==> src/rtl/fpimm_pkg.sv <==
package fpimm_pkg;

    localparam int SP_EXP_W = 8;
    localparam int SP_MAN_W = 23;
    localparam int DP_EXP_W = 11;
    localparam int DP_MAN_W = 52;
    localparam int IMM_W    = 16;

    localparam int SP_W      = 1 + SP_EXP_W + SP_MAN_W;
    localparam int DP_W      = 1 + DP_EXP_W + DP_MAN_W;
    localparam int SP_BIAS   = (1 << (SP_EXP_W - 1)) - 1;
    localparam int DP_BIAS   = (1 << (DP_EXP_W - 1)) - 1;
    localparam int BIAS_DIFF = DP_BIAS - SP_BIAS;
    localparam int MAN_PAD   = DP_MAN_W - SP_MAN_W;
    localparam int LZ_W      = $clog2(SP_MAN_W + 1);

    typedef enum logic {
        OP_LOAD   = 1'b0,
        OP_SPLICE = 1'b1
    } fpimm_op_e;

    typedef enum logic {
        ST_IDLE = 1'b0,
        ST_EMIT = 1'b1
    } fpimm_state_e;

    typedef struct packed {
        logic                sign;
        logic [SP_EXP_W-1:0] exp;
        logic [SP_MAN_W-1:0] man;
    } sp_t;

    typedef struct packed {
        logic                sign;
        logic [DP_EXP_W-1:0] exp;
        logic [DP_MAN_W-1:0] man;
    } dp_t;

endpackage

==> src/rtl/fpimm_narrow.sv <==
module fpimm_narrow
    import fpimm_pkg::*;
(
    input  dp_t dp_i,
    output sp_t sp_o
);

    localparam int EXP_TOP      = DP_BIAS + SP_BIAS;
    localparam int EXP_NORM_MIN = BIAS_DIFF + 1;
    localparam int EXP_SUB_MIN  = EXP_NORM_MIN - SP_MAN_W;
    localparam logic [SP_MAN_W-1:0] QUIET_MAN = SP_MAN_W'(1) << (SP_MAN_W - 1);

    logic [SP_MAN_W-1:0] top_man;
    logic [SP_MAN_W:0]   full_sig;
    logic [SP_MAN_W:0]   shifted_sig;
    logic [DP_EXP_W-1:0] sub_shift;
    logic                low_man_set;

    assign top_man     = dp_i.man[DP_MAN_W-1 -: SP_MAN_W];
    assign low_man_set = |dp_i.man[MAN_PAD-1:0];
    assign full_sig    = {1'b1, top_man};
    assign sub_shift   = DP_EXP_W'(EXP_NORM_MIN) - dp_i.exp;
    assign shifted_sig = full_sig >> sub_shift;

    always_comb begin
        sp_o.sign = dp_i.sign;
        sp_o.exp  = '0;
        sp_o.man  = '0;
        if (dp_i.exp == '1) begin
            sp_o.exp = '1;
            if (top_man == '0 && low_man_set) begin
                sp_o.man = QUIET_MAN;
            end else begin
                sp_o.man = top_man;
            end
        end else if (dp_i.exp > DP_EXP_W'(EXP_TOP)) begin
            sp_o.exp = '1;
        end else if (dp_i.exp >= DP_EXP_W'(EXP_NORM_MIN)) begin
            sp_o.exp = SP_EXP_W'(dp_i.exp - DP_EXP_W'(BIAS_DIFF));
            sp_o.man = top_man;
        end else if (dp_i.exp >= DP_EXP_W'(EXP_SUB_MIN)) begin
            sp_o.man = shifted_sig[SP_MAN_W-1:0];
        end
    end

endmodule

==> src/rtl/fpimm_widen.sv <==
module fpimm_widen
    import fpimm_pkg::*;
(
    input  sp_t sp_i,
    output dp_t dp_o
);

    logic [LZ_W-1:0]     lead_zeros;
    logic [LZ_W-1:0]     norm_shift;
    logic [SP_MAN_W-1:0] norm_man;

    always_comb begin
        lead_zeros = '0;
        for (int i = 0; i < SP_MAN_W; i++) begin
            if (sp_i.man[i]) begin
                lead_zeros = LZ_W'(SP_MAN_W - 1 - i);
            end
        end
    end

    assign norm_shift = lead_zeros + LZ_W'(1);
    assign norm_man   = sp_i.man << norm_shift;

    always_comb begin
        dp_o.sign = sp_i.sign;
        dp_o.exp  = '0;
        dp_o.man  = '0;
        if (sp_i.exp == '1) begin
            dp_o.exp = '1;
            dp_o.man = {sp_i.man, MAN_PAD'(0)};
        end else if (sp_i.exp == '0) begin
            if (sp_i.man != '0) begin
                dp_o.exp = DP_EXP_W'(BIAS_DIFF) - DP_EXP_W'(lead_zeros);
                dp_o.man = {norm_man, MAN_PAD'(0)};
            end
        end else begin
            dp_o.exp = DP_EXP_W'(sp_i.exp) + DP_EXP_W'(BIAS_DIFF);
            dp_o.man = {sp_i.man, MAN_PAD'(0)};
        end
    end

endmodule

==> src/rtl/fpimm_ctor.sv <==
module fpimm_ctor
    import fpimm_pkg::*;
(
    input  logic            clk,
    input  logic            rst_n,
    input  logic            valid_i,
    input  logic            op_i,
    input  logic [IMM_W-1:0] imm_i,
    input  logic [DP_W-1:0] src_i,
    output logic            valid_o,
    output logic [DP_W-1:0] result_o
);

    fpimm_state_e   state_q;
    fpimm_state_e   state_d;
    dp_t            src_dp;
    sp_t            rec_sp;
    sp_t            built_sp;
    dp_t            built_dp;
    logic [SP_W-1:0] rec_bits;
    logic [SP_W-1:0] built_bits;
    logic [DP_W-1:0] result_q;

    assign src_dp   = dp_t'(src_i);
    assign rec_bits = SP_W'(rec_sp);

    fpimm_narrow u_narrow (
        .dp_i (src_dp),
        .sp_o (rec_sp)
    );

    always_comb begin
        unique case (fpimm_op_e'(op_i))
            OP_LOAD:   built_bits = {imm_i, IMM_W'(0)};
            OP_SPLICE: built_bits = {rec_bits[SP_W-1:IMM_W], imm_i};
            default:   built_bits = '0;
        endcase
    end

    assign built_sp = sp_t'(built_bits);

    fpimm_widen u_widen (
        .sp_i (built_sp),
        .dp_o (built_dp)
    );

    // state register
    always_ff @(posedge clk or negedge rst_n) begin
        if (!rst_n) begin
            state_q <= ST_IDLE;
        end else begin
            state_q <= state_d;
        end
    end

    // transitions
    always_comb begin
        unique case (state_q)
            ST_IDLE: state_d = valid_i ? ST_EMIT : ST_IDLE;
            ST_EMIT: state_d = valid_i ? ST_EMIT : ST_IDLE;
            default: state_d = ST_IDLE;
        endcase
    end

    // outputs
    always_comb begin
        valid_o  = (state_q == ST_EMIT);
        result_o = result_q;
    end

    always_ff @(posedge clk or negedge rst_n) begin
        if (!rst_n) begin
            result_q <= '0;
        end else if (valid_i) begin
            result_q <= DP_W'(built_dp);
        end
    end

endmodule

==> config.mk <==
export PLATFORM = sky130hd
export DESIGN_NAME = fpimm_ctor
export DESIGN_NICKNAME = d
export VERILOG_FILES = /design/src/rtl/fpimm_pkg.sv /design/src/rtl/fpimm_narrow.sv /design/src/rtl/fpimm_widen.sv /design/src/rtl/fpimm_ctor.sv
export SDC_FILE = /design/constraint.sdc
export NUM_CORES = 1
export LEC_CHECK = 0
export ABC_AREA = 1
export BUFFER_PORTS_ARGS = -buffer_cell sky130_fd_sc_hd__buf_2
export CAP_MARGIN = 5
export CORE_MARGIN = 8
export CORE_UTILIZATION = 40
export CTS_CLUSTER_SIZE = 24
export DETAILED_ROUTE_END_ITERATION = 12
export MAX_ROUTING_LAYER = met4
export PLACE_DENSITY = 0.73
export SKIP_LAST_GASP = 1
export SLEW_MARGIN = 0
export SYNTH_ARGS = -nofsm -noshare
export SYNTH_HDL_FRONTEND = slang
export SYNTH_HIERARCHICAL = 1
export SYNTH_SLANG_ARGS = --single-unit
export TNS_END_PERCENT = 20
==> constraint.sdc <==
create_clock -name clk -period 0.8 [get_ports clk]
set_input_delay 0.04 -clock clk [delete_from_list [all_inputs] [get_ports clk]]
set_output_delay 0.04 -clock clk [all_outputs]
set_load 0.005 [all_outputs]
== Word-level counts from Yosys, hierarchy flattened ==
Index checks and enable logic that the tools add are counted.
Widths: inputs -> output; s select.

* Bits in registers: 65
* Latch bits: 0
* Output and inout port bits: 65
* Memory bits (writable): 0
* Bits in read-only memories: 0
* Memories: 0
* Input port bits: 84

* Muxes and demuxes: 35
* Bitwise logic cells: 1
* Reduce and logical (&&, ||, !) cells: 5
* Magnitude comparators: 3
* Add/sub/neg operators: 5
* Eq/ne operators: 2
* Divide/modulo/power cells: 0
* Shift-type cells: 2
* Multiply operators: 0

{| class="wikitable"
|+ Operators by type and width
! cell !! number
|-
| $mux 63 || 3
|-
| $mux 5 || 23
|-
| $mux 23 || 4
|-
| $pmux 32 s2 || 1
|-
| $mux 31 || 1
|-
| $reduce_or 29->1 || 1
|-
| $shr 24x11->23 || 1
|-
| $logic_not 23->1 || 1
|-
| $reduce_bool 23->1 || 1
|-
| $shl 23x5->23 || 1
|-
| $ge 11x10->1 const B || 2
|-
| $mux 8 || 2
|-
| $add 8x10->11 const B || 1
|-
| $eq 11x11->1 const B || 1
|-
| $gt 11x11->1 const B || 1
|-
| $sub 10x11->11 const A || 1
|-
| $sub 10x5->11 const A || 1
|-
| $eq 8x8->1 const B || 1
|-
| $logic_not 8->1 || 1
|-
| $sub 8x8->8 const B || 1
|-
| $add 5x1->5 const B || 1
|-
| $logic_and 1x1->1 || 1
|-
| $mux 1 || 1
|-
| $not 1->1 || 1
|}

== Logic depth before layout (Yosys ltp) ==
* Word-level depth: 35
* Gate-level depth with buffers: 43

== By module ==
Netlist, hierarchy kept.

{| class="wikitable"
|+ By module, submodules not included
! module !! instances !! area an instance (um^2) !! cells each
|-
| fpimm_ctor || 1 || 2806.4 || 357
|-
| fpimm_narrow || 1 || 2473.6 || 517
|-
| fpimm_widen || 1 || 2230.9 || 448
|}

== Worst setup path before layout ==
No wires, ideal clock.

* Kind: input -> register
* Start point: input port src_i[53]
* End point: register result_q[50] (netlist: result_o[50])
* Path buffers: 5
* Cell stages on the path: 41
* Slack: -3.479 ns
* Data required time: 0.684 ns
* Arrival time: 4.163 ns
* Library setup time: 0.116 ns
* Cell sequence: buf_4 inv_4 clkbuf_1 ha_1 nand3_2 o21ai_1 nand2_1 nor2_4 buf_4 nand3_1 nand2_1 nand3_1 nand2_1 nand2_1 nand2_1 nand2_1 o21ai_1 nand3_1 (+5 left out) nand2_1 nand2_1 nand2_1 nand2_2 nand2_4 buf_4 ha_1 inv_1 clkbuf_1 nand3_1 nand2_1 nand2_1 nand2_1 nand3_1 nand2_1 nand2_1 nand2_1 nand2_1

{| class="wikitable"
|+ RTL lines
! item !! line !! source
|-
| from (decl) || fpimm_ctor.sv:9 || <nowiki>input logic [DP_W-1:0] src_i,</nowiki>
|-
| to (signal assigned) || fpimm_ctor.sv:75 || <nowiki>result_q <= DP_W'(built_dp);</nowiki>
|-
| to (decl) || fpimm_ctor.sv:22 || <nowiki>logic [DP_W-1:0] result_q;</nowiki>
|}

==> impl.org <==
** Floorplanning
- Number of I/O pins :: 149
- Y dimension of the die :: 141 µm
- Number of rows created at floorplan :: 45
- Placeable Area :: 0.0153 mm²
- Area enclosed by the die boundary :: 0.0199 mm²
- Die W :: 141 µm
- The initial utilization of the core area, before any placement, comes to 0.409.

** Timing
- The number of hold violations in the final report came to 0.
- Clock period minus final worst setup slack :: 3.40 ns
- Worst Slack Setup Final :: -2.60 ns
- Max Clock Skew :: 0 ns
- Slew Viols, Final :: 0
- Peak clock frequency supported by timing :: 0.294 GHz
- Adding up every negative setup slack in the final design gives -83.82 ns.
- Setup repair after global routing could not meet its margin everywhere.
- Setup violations remaining at the end of the flow were counted as 99.
- Of the available clock period, the critical path in the final layout requires 4.25.

** Synth
- Post-synth design cell area :: 0.00624 mm²
- Yosys printed 6 warnings.
- Post-Syn Instances :: 1046
- Average footprint of a synthesized cell :: 5.97 µm²

** Final layout
- Number of standard cells in the final layout excluding fillers :: 1536
- Relative to the synthesized area, the layout overhead comes to 49.0%.
- Layout cells sized above 1 :: 0.380
- The number of antenna diodes in the final layout is 0.
- Final Instance Area :: 0.00931 mm²
- Final layout net count :: 1412
- Once layout is complete, the utilization of the core stands at 0.610.

** CTS
- Clock tree synthesis inserted a total of 9 buffers.
- TritonCTS built the clock tree.
- The clock passes through at most 2 buffers.
- After clock tree synthesis, the clock-pin slew on the worst setup and hold paths is 0.05 ns.
- Source-to-sink clock delay at the later pin of the worst-skew pair :: 0.33 ns
- Sink Count :: 65
- The tree is rooted in a clkbuf_16.
- CTS H-tree lvls :: 3

** Place
- The wire-length estimate of the detail-placed layout is 16.9 mm.
- Area of placed instances :: 0.00801 mm²
- Routability-driven placement finished with a final weighted congestion of 0.982.
- Placed Instances :: 1490
- Number of buffers inserted by port buffering :: 148

** Setup path
- Worst reg2reg startpoint :: result_o[51]
- At the worst endpoint, the required time is 1.02 ns.
- The worst setup path is captured at a flop.
- CP max stage delay :: 0.25 ns
- Top cell by count, worst path :: nand2_1
- On the critical path, the stage with the largest delay is an instance of or2_4.
- Sort of element at the start of the critical path :: input port
- Data on the critical path arrives at its endpoint at 3.62 ns.
- The worst setup path is of the input port to flop kind.
- In this run the worst setup path begins at src_i[54].
- Largest fanout on the critical path :: 12

** Drt
- After detailed routing, the number of remaining DRC violations is 0.
- After detailed routing, the number of vias per cell comes to 5.12.
- After detailed routing, the average wire length per cell comes to 15.0 µm.
- Vias :: 7857
- Routed wire length :: 23.0 mm
- The first detailed-routing pass took 8 iterations.
- Routed Antenna Nets :: 0
- The detailed router finished its first iteration with 738 violations.

** GRT
- Summed over all layers, the global routing overflow is 0.
- The global routing stage identified its most utilized layer as met2.
- All-Layer GR Usage :: 0.230
- The number of antenna violations at the first check in global routing is 0.
- Global-route wire length before repair :: 36.4 mm
- Met3 GRT Util :: 0.0493
- Grt met2 use :: 0.368
- For this run, global-route usage on met1 was measured as 0.279.
- Entering global routing, the biggest net connects 66 pins.
- Vias in the first global route :: 7421

** Run status
- Violations in the final reports :: negative setup slack
- Result of the run :: finished, violations left

** Power and ir drop
- Total power divided by cell area :: 1540 mW/mm²
- Final Total Pwr :: 14.4 mW
- Summed over all cells, the static leakage comes to 5.18 nW.
- Maximum resistive drop on vdd :: 1.04 mV

** Run
- Max-cap check violation count :: 0

** Hold path
- The path class of the tightest hold or removal check is input port to flop.
- The startpoint identified for the worst hold timing path is src_i[63].
metrics by stage:
stage                     setup slack, ns  hold WS (ns)
after floorplan                     -2.71        -0.256
final                               -2.60         0.184
after detailed placement            -2.93        0.0803
after CTS                           -2.43         0.127
after global routing                -2.88         0.212
after global placement              -2.88        0.0812
cell usage in the layout (no fill, tap or decap), drive strengths merged, types with 2 or more instances in the layout:
cell type / count
nand3: 138
nor2: 46
o211ai: 9
or2: 3
o21ai: 48
and2: 4
conb: 29
o22ai: 3
clkinvlp: 2
clkbuf: 11
clkinv: 4
nor3: 8
buf: 330
a22oi: 3
dfrtp: 65
a21oi: 9
nand2: 468
ha: 6
nor4: 13
a31oi: 3
inv: 98
nand4: 18
report_power, final:
group	total [mW]	internal (mW)	switching, mW
combinational	6.79	2.97	3.82
sequential	3.77	3.60	0.169
clock	3.80	2.45	1.35
worst max-delay path: cells and delay by family:
family	cells	cell delay, ns
AOI/OAI and AO/OA	1	0.12
buffers and inverters	5	0.46
adders and majority gates	1	0.17
and+or+nand+nor	32	2.82
what timing repair did:
item	CTS	global route
gates cloned	7	0
setup endpoints to repair	99	99
endpoints found under the hold margin	65	0
pin swaps	44	50
resized for setup	101	66
buffers inserted	15	11
hold buffers	1	0
metal layers:
layer / up-vias / share of wire
li1: 3809 / -
met1: 3520 / 0.41
met2: 441 / 0.45
met3: 87 / 0.10
met4: 0 / 0.039
met5: - / 0
worst paths after layout:
path,end,slack [ns],cells after the start
hold / removal,result_o[63],0.18,5
setup / recovery,result_o[45],-2.60,39
hold reg to reg,result_o[8],0.46,2
setup reg to reg,result_o[51],0.15,2
max in group asynchronous,result_o[45],0.27,3
min in group asynchronous,result_o[58],0.26,3
registers in the layout, summed over array words and instances, names as in the netlist:
register	cells
valid_o	1
result_o	64
layout make-up:
class,count,area (µm²)
Timing Repair Buffer,331,2410
Inverter,100,422
Multi-Input combinational cell,813,4290
Clock inverter,3,42.5
Timing Repair inverter,2,12.5
Clock buffer,11,243
Tap cell,211,264
Fill cell,1379,5950
Sequential cell,65,1630
Note: power is estimated with default switching activity, not from simulation.
